<file path="config.mk">
export PLATFORM = sky130hd
export DESIGN_NAME = ext_irq_latch
export DESIGN_NICKNAME = d
export VERILOG_FILES = /design/src/rtl/eirq_pkg.sv /design/src/rtl/eirq_sync.sv /design/src/rtl/eirq_edge.sv /design/src/rtl/eirq_latch.sv /design/src/rtl/ext_irq_latch.sv
export SDC_FILE = /design/constraint.sdc
export NUM_CORES = 1
export LEC_CHECK = 0
export BUFFER_PORTS_ARGS = -buffer_cell sky130_fd_sc_hd__buf_2
export CORE_AREA = 2 2 39 41
export DETAILED_ROUTE_END_ITERATION = 10
export DIE_AREA = 0 0 41 43
export PLACE_DENSITY = 0.7
export SLEW_MARGIN = 20
export SYNTH_ARGS = -nofsm -noshare
export SYNTH_HDL_FRONTEND = slang
export SYNTH_SLANG_ARGS = --single-unit
</file>
<file path="constraint.sdc">
create_clock -name clk -period 1.5 [get_ports clk]
set_clock_uncertainty 0.2 [all_clocks]
set_input_delay 0.225 -clock clk [delete_from_list [all_inputs] [get_ports clk]]
set_output_delay 0.225 -clock clk [all_outputs]
set_load 0.005 [all_outputs]
</file>
<file path="src/rtl/eirq_pkg.sv">
package eirq_pkg;
   localparam int unsigned WR_W      = 3;
   localparam int unsigned B_MODE    = 0;
   localparam int unsigned B_MASK    = 1;
   localparam int unsigned B_ACK     = 2;
   localparam int unsigned B_PEND    = 3;
   localparam int unsigned B_LEVEL   = 4;
   localparam int unsigned MIN_RD_W  = 5;
endpackage

</file>
<file path="src/rtl/eirq_sync.sv">
module eirq_sync #(
   parameter int unsigned STAGES  = 2,
   parameter bit          RST_VAL = 1'b1
) (
   input  logic clk,
   input  logic rst_n,
   input  logic d_async,
   output logic d_sync
);
   logic [STAGES-1:0] chain_q;

   generate
      if (STAGES < 2) begin : g_bad_depth
         $error("eirq_sync: STAGES must be at least 2");
      end
      for (genvar i = 0; i < STAGES; i++) begin : g_stage
         if (i == 0) begin : g_first
            always_ff @(posedge clk or negedge rst_n) begin
               if (!rst_n) chain_q[0] <= RST_VAL;
               else        chain_q[0] <= d_async;
            end
         end else begin : g_next
            always_ff @(posedge clk or negedge rst_n) begin
               if (!rst_n) chain_q[i] <= RST_VAL;
               else        chain_q[i] <= chain_q[i-1];
            end
         end
      end
   endgenerate

   assign d_sync = chain_q[STAGES-1];
endmodule

</file>
<file path="src/rtl/eirq_edge.sv">
module eirq_edge (
   input  logic clk,
   input  logic rst_n,
   input  logic level,
   output logic fall
);
   logic prev_q;

   always_ff @(posedge clk or negedge rst_n) begin
      if (!rst_n) prev_q <= 1'b1;
      else        prev_q <= level;
   end

   assign fall = prev_q & ~level;

   p_fall_single_r2: assert property (@(posedge clk) disable iff (!rst_n)
      fall |=> !fall);
endmodule

</file>
<file path="src/rtl/eirq_latch.sv">
module eirq_latch (
   input  logic clk,
   input  logic rst_n,
   input  logic lvl_mode,
   input  logic fall,
   input  logic line_hi,
   input  logic ack,
   output logic pending
);
   logic pend_q, pend_d;
   logic armed_q, armed_d;

   always_comb begin
      pend_d  = pend_q;
      armed_d = armed_q;
      if (fall) begin
         pend_d  = 1'b1;
         armed_d = 1'b0;
      end else if (!lvl_mode) begin
         armed_d = 1'b0;
         if (ack) pend_d = 1'b0;
      end else if (pend_q && (ack || armed_q)) begin
         if (line_hi) begin
            pend_d  = 1'b0;
            armed_d = 1'b0;
         end else begin
            armed_d = 1'b1;
         end
      end
   end

   always_ff @(posedge clk or negedge rst_n) begin
      if (!rst_n) begin
         pend_q  <= 1'b0;
         armed_q <= 1'b0;
      end else begin
         pend_q  <= pend_d;
         armed_q <= armed_d;
      end
   end

   assign pending = pend_q;

   p_fall_sets_r2: assert property (@(posedge clk) disable iff (!rst_n)
      fall |=> pending);
   p_edge_ack_clears_r3: assert property (@(posedge clk) disable iff (!rst_n)
      (!lvl_mode && ack && !fall) |=> !pending);
   p_level_hold_r4: assert property (@(posedge clk) disable iff (!rst_n)
      (lvl_mode && !line_hi && pending) |=> pending);
   p_no_stale_clear_r10: assert property (@(posedge clk) disable iff (!rst_n)
      (pending && !ack && !armed_q) |=> pending);
   p_collide_keeps_r6: assert property (@(posedge clk) disable iff (!rst_n)
      (fall && ack) |=> pending);
endmodule

</file>
<file path="src/rtl/ext_irq_latch.sv">
module ext_irq_latch #(
   parameter int unsigned SYNC_STAGES = 2,
   parameter int unsigned RD_W        = 8,
   parameter int unsigned VEC_W       = 16,
   parameter logic [15:0] VECTOR_ADDR = 16'hFFFA
) (
   input  logic                     clk,
   input  logic                     rst_n,
   input  logic                     irq_line_n,
   input  logic                     vec_ack,
   input  logic                     reg_wr,
   input  logic [eirq_pkg::WR_W-1:0] reg_wdata,
   output logic [RD_W-1:0]          reg_rdata,
   output logic                     irq_req,
   output logic [VEC_W-1:0]         irq_vector
);
   import eirq_pkg::*;

   localparam int unsigned PAD_W = RD_W - MIN_RD_W;

   generate
      if (RD_W < MIN_RD_W) begin : g_bad_rd
         $error("ext_irq_latch: RD_W too narrow for the read fields");
      end
      if (VEC_W != 16) begin : g_bad_vec
         $error("ext_irq_latch: VEC_W must be 16");
      end
   endgenerate

   logic line_sync, fall, pending, ack;
   logic mode_q, mask_q;

   eirq_sync #(.STAGES(SYNC_STAGES), .RST_VAL(1'b1)) u_sync (
      .clk(clk), .rst_n(rst_n), .d_async(irq_line_n), .d_sync(line_sync));

   eirq_edge u_edge (
      .clk(clk), .rst_n(rst_n), .level(line_sync), .fall(fall));

   assign ack = vec_ack | (reg_wr & reg_wdata[B_ACK]);

   eirq_latch u_latch (
      .clk(clk), .rst_n(rst_n), .lvl_mode(mode_q), .fall(fall),
      .line_hi(line_sync), .ack(ack), .pending(pending));

   always_ff @(posedge clk or negedge rst_n) begin
      if (!rst_n) begin
         mode_q <= 1'b0;
         mask_q <= 1'b1;
      end else if (reg_wr) begin
         mode_q <= reg_wdata[B_MODE];
         mask_q <= reg_wdata[B_MASK];
      end
   end

   always_comb begin
      reg_rdata          = '0;
      reg_rdata[B_MODE]  = mode_q;
      reg_rdata[B_MASK]  = mask_q;
      reg_rdata[B_PEND]  = pending;
      reg_rdata[B_LEVEL] = line_sync;
   end

   assign irq_req    = pending & ~mask_q;
   assign irq_vector = VECTOR_ADDR;

   p_mask_blocks_r7: assert property (@(posedge clk) disable iff (!rst_n)
      mask_q |-> !irq_req);
   p_wr_loads_r8: assert property (@(posedge clk) disable iff (!rst_n)
      reg_wr |=> (reg_rdata[B_MODE] == $past(reg_wdata[B_MODE])) &&
                 (reg_rdata[B_MASK] == $past(reg_wdata[B_MASK])));
   p_pad_zero_r8: assert property (@(posedge clk) disable iff (!rst_n)
      (PAD_W == 0) || (reg_rdata[RD_W-1:MIN_RD_W] == '0));
endmodule

</file>
# Word-level counts from Yosys, hierarchy flattened
# Cells that the tools add are included.
[totals] regBits=7 input_bits=8 elab_cells=28
[op_classes] n_reduce_logical=4 mux=9 eq_ne=2 bitwise=6
[ops] operator="1-bit two-way mux" count=9
[ops] operator="3-bit by 2-bit inequality test with 1-bit output (second input constant)" count=2
[ops] operator="1-bit bitwise AND" count=3
[ops] operator="3-bit AND reduction" count=1
[ops] operator="3-bit nonzero test" count=1
[ops] operator="1-bit inverter" count=2
[ops] operator="1-bit logical AND" count=1
[ops] operator="1-bit logical OR" count=1
[ops] operator="1-bit OR" count=1

# Longest topological paths before layout
[depth] word_depth=7 ltp_mapped=2

# Modules after synthesis
# A second synthesis with hierarchy kept.
[unflattened] cells_unflattened=44 area_unflattened_um2=462.9
[modules_own_cells] module="ext_irq_latch" cells_each=32 n_inst=1 area_per_inst_um2=276.5
[modules_own_cells] module="eirq_latch" cells_each=8 n_inst=1 area_per_inst_um2=93.8
[modules_own_cells] module="eirq_sync" cells_each=2 n_inst=1 area_per_inst_um2=52.6
[modules_own_cells] module="eirq_edge" cells_each=2 n_inst=1 area_per_inst_um2=40.0

# Worst setup path before layout
# No wires, ideal clock.
[synth_timing] path_kind="flip-flop to flip-flop" startpoint="reg u_sync.chain_q[1] (netlist: u_sync.d_sync)" endpoint="reg u_latch.armed_q" arrival_time_ns=0.910 stages_incl_launch_ff=3 n_path_buf=0 t_required_ns=1.220 synth_period_minus_slack_ns=1.189 setup_time_ns=0.080 path_slack_ns=0.311 path_cell_list="dfstp_2 > mux2_4 > o22ai_2"
[synth_between] elab_chain_cells=4 elab_cells_between_ends=7 cone_classes="1 x eq/ne; 4 x mux; 2 x bitwise"
[synth_lines] element="start: declaration" line="eirq_sync.sv:10" rtl="logic [STAGES-1:0] chain_q;"
[synth_lines] element="start signal: indexed assignment" line="eirq_sync.sv:25" rtl="else chain_q[i] <= chain_q[i-1];"
[synth_lines] element="1-bit two-way mux" line="eirq_latch.sv:23" rtl="if (line_hi) begin"
[synth_lines] element="1-bit two-way mux" line="eirq_latch.sv:22" rtl="end else if (pend_q && (ack || armed_q)) begin"
[synth_lines] element="1-bit two-way mux" line="eirq_latch.sv:19" rtl="end else if (!lvl_mode) begin"
[synth_lines] element="1-bit two-way mux" line="eirq_latch.sv:16" rtl="if (fall) begin"
[synth_lines] element="end signal: assignment" line="eirq_latch.sv:38" rtl="armed_q <= armed_d;"
[synth_lines] element="end: declaration" line="eirq_latch.sv:11" rtl="logic armed_q, armed_d;"
# Parallel ways exist; a longest one is shown, timed or not. The select of a mux whose other input is x is not followed.
# A chain may end at the register's enable or synchronous reset.

# Worst setup path after layout
[layout_timing] startpoint="reg mask_q" endpoint="out irq_req"
[layout_between] elab_chain_cells=2
[layout_lines] element="start: declaration" line="ext_irq_latch.sv:31" rtl="logic mode_q, mask_q;"
[layout_lines] element="start signal: assignment" line="ext_irq_latch.sv:51" rtl="mask_q <= reg_wdata[B_MASK];"
[layout_lines] element="1-bit inverter" line="ext_irq_latch.sv:63" rtl="assign irq_req = pending & ~mask_q;"
[layout_lines] element="1-bit bitwise AND" line="ext_irq_latch.sv:63"
[layout_lines] element="end: declaration" line="ext_irq_latch.sv:14" rtl="output logic irq_req,"
# Every way passes these cells.

==> out/metrics.yaml <==
status: "complete, no violations"
dr_wl_met2_um: 347
cts_root_buf: "clkbuf_4"
top_layer: "met3"
ys_types: 13
postCtsSetupRepairBufs: 0
cp-start-kind: "flip-flop"
initial_core_util_pct: 33.6
cts_buffers: 3
drt-total-wl_um: 623
slew_viol_final: 0
tns_ps: 0
rows: 14
peakVddDrop_uv: 468
maxCapViolations: 0
holdWs_ps: 58.8
dp_hpwl_um: 483
worst-setup-path-type: "flip-flop to output port"
r2r-end: "u_latch.armed_q$_DFFE_PN0P_"
reg2reg_slack_ps: 280
drive_gt1_share_pct: 39.7
netlist_area_um2: 465
finalSetupViolCount: 0
ys_warn_count: 0
clk-insertion-delay-late_ps: 240
crit_path_start: "mask_q$_DFFE_PN1P_"
diodes: 0
cts.path.max_buffers: 2
h-tree-depth: 1
powerDensity_mw_per_mm2: 924
swShare_pct: 24.6
grt_pass1_vias: 254
drc: 0
synth.avg_cell_area_um2: 10.6
core_area_mm2: 0.00138
cpMaxStageDelayCell: "dfstp_2"
cp_max_fo: 3
grt_use_total_pct: 8.41
endpoint_kind: "output port"
grt_max_degree: 8
synth.yosys.seq_area_share_pct: 38.7
period_share_pct: 90.7
grt_pass1_wl_um: 959
die-height_um: 43
hold_path_startpoint: "reg_wr"
fmax_mhz: 735
ys_ff_latch: 7
synthToLayoutAreaGrowth_pct: 7.26
combPwrFrac_pct: 15.3
p_switching_uw: 114
firstDrtPassIters: 2
ant_nets: 0
die-area_mm2: 0.00176
vias: 273
io_pins: 33
power_frac_clock_pct: 36.6
cp.arrival_ps: 940
cts_tree: "yes"
hold_viol: 0
required_ps: 1070
crit_chain: "nor2b_1 -> buf_2"
holdCritPathClass: "primary input to flip-flop"
clk_pin_slew_worst_paths_ps: 50
rsz0062_at_grt: "false"
die_x_um: 41
wl_per_cell_um: 8.42
critPathMaxStageDelay_ps: 530
drt-initial-drc-count: 2
pwr-share-seq_pct: 48.1
antenna_found_initial: 0
power.internal_uw: 347
finalPower_uw: 461
wl_met3_um: 65
r2r_cells: 2
crit_path_end: "irq_req"
grt_overflow: 0
synthCells: 44
post-route-min-period_ps: 1360
cts.sinks: 7
gp_congestion: 0.629
wl_met1_um: 210
p_leak_uw: 0.000256
post-route-util_pct: 36.1
io_buffers: 12
r2r-start: "u_sync.d_sync$_DFF_PN1_"
via_per_inst: 3.69
nets: 67
[worst min-delay path by stage]
stage	depth (start not counted)	to
2_1_floorplan	0	mode_q$_DFFE_PN0P_
3_3_place_gp	1	mode_q$_DFFE_PN0P_
3_5_place_dp	1	mode_q$_DFFE_PN0P_
4_1_cts	2	mask_q$_DFFE_PN1P_
5_1_grt	2	mask_q$_DFFE_PN1P_
6_report	2	mask_q$_DFFE_PN1P_
[repair_timing]
item,4_1_cts,5_1_grt
endpoints found under the hold margin,10,0
hold buffers,4,0
gates resized for setup,0,0
[sequential cells by signal, summed over array words and instances, names as in the netlist]
name and flops:
mask_q 1, mode_q 1, u_edge.prev_q 1, u_latch.armed_q 1, u_latch.pending 1, u_sync.chain_q 1, u_sync.d_sync 1
[cell type report]
cell class / instances / area, um^2
Multi-Input combinational cell: 31 / 173
Tap cell: 16 / 20.0
Sequential cell: 7 / 180
Timing Repair Buffer: 16 / 100
Fill cell: 138 / 885
Clock buffer: 4 / 26.3
[per-layer routing]
| layer | up-vias | global-route usage, % |
|---|---|---|
| met1 | 126 | 8.61 |
| met5 | - | 0 |
| met3 | 0 | 3.14 |
| met2 | 21 | 12.2 |
| li1 | 126 | - |
| met4 | 0 | 8.00 |
[cells by family (layout without fill, tap and decap cells)]
| family | Yosys count | count (layout) | synth area share, % |
|---|---|---|---|
| flip-flops | 7 | 7 | 38.7 |
| multiplexers | 3 | 3 | 8.06 |
| AO/OA/AOI/OAI | 5 | 5 | 8.33 |
| AND/OR/NAND/NOR | 3 | 3 | 4.57 |
| buffers and inverters | 24 | 20 | 38.7 |
| other | 2 | 20 | 1.61 |
[stage by stage]
step	cells	cell area (um^2)	setup slack (ps)
finish	74	499	140
global route	74	499	92.4
CTS	74	499	120
detailed placement	66	433	282
global placement	66	433	306
floorplan	62	533	311
[cell usage after synthesis]
cell / n / area share [%]
a21boi_0: 1 / 1.6
nand2_1: 1 / 0.81
dfstp_2: 4 / 23
conb_1: 2 / 1.6
mux2_4: 1 / 3.2
mux2_2: 2 / 4.8
dfrtp_1: 3 / 16
a21oi_1: 2 / 2.2
nor2b_1: 1 / 1.3
o22ai_2: 1 / 2.7
o2bb2ai_1: 1 / 1.9
nand4bb_1: 1 / 2.4
buf_4: 24 / 39
[critical path: cells and delay by family, from the launching register on]
family,cells,cell delay (ps)
buf+inv,1,120
flops,1,530
simple gates,1,40
[power by group through the flow]
stage	registers (uW)	clock network, uW	logic (uW)
2_1_floorplan	221	0	86.9
3_3_place_gp	224	0	61.4
3_5_place_dp	225	0	62.4
4_1_cts	222	182	70.5
5_1_grt	224	194	81.1
6_report	222	169	70.6
[cells in the final DEF, fill, tap and decap left out]
cell type       n
a21boi_0        1
a21oi_1         2
buf_2          12
clkbuf_1        1
clkbuf_4        3
conb_1         20
dfrtp_1         3
dfstp_2         4
dlygate4sd3_1   4
mux2_2          2
mux2_4          1
nand2_1         1
nand4bb_1       1
nor2b_1         1
o22ai_2         1
o2bb2ai_1       1
Power figures use the tool's default switching activity.
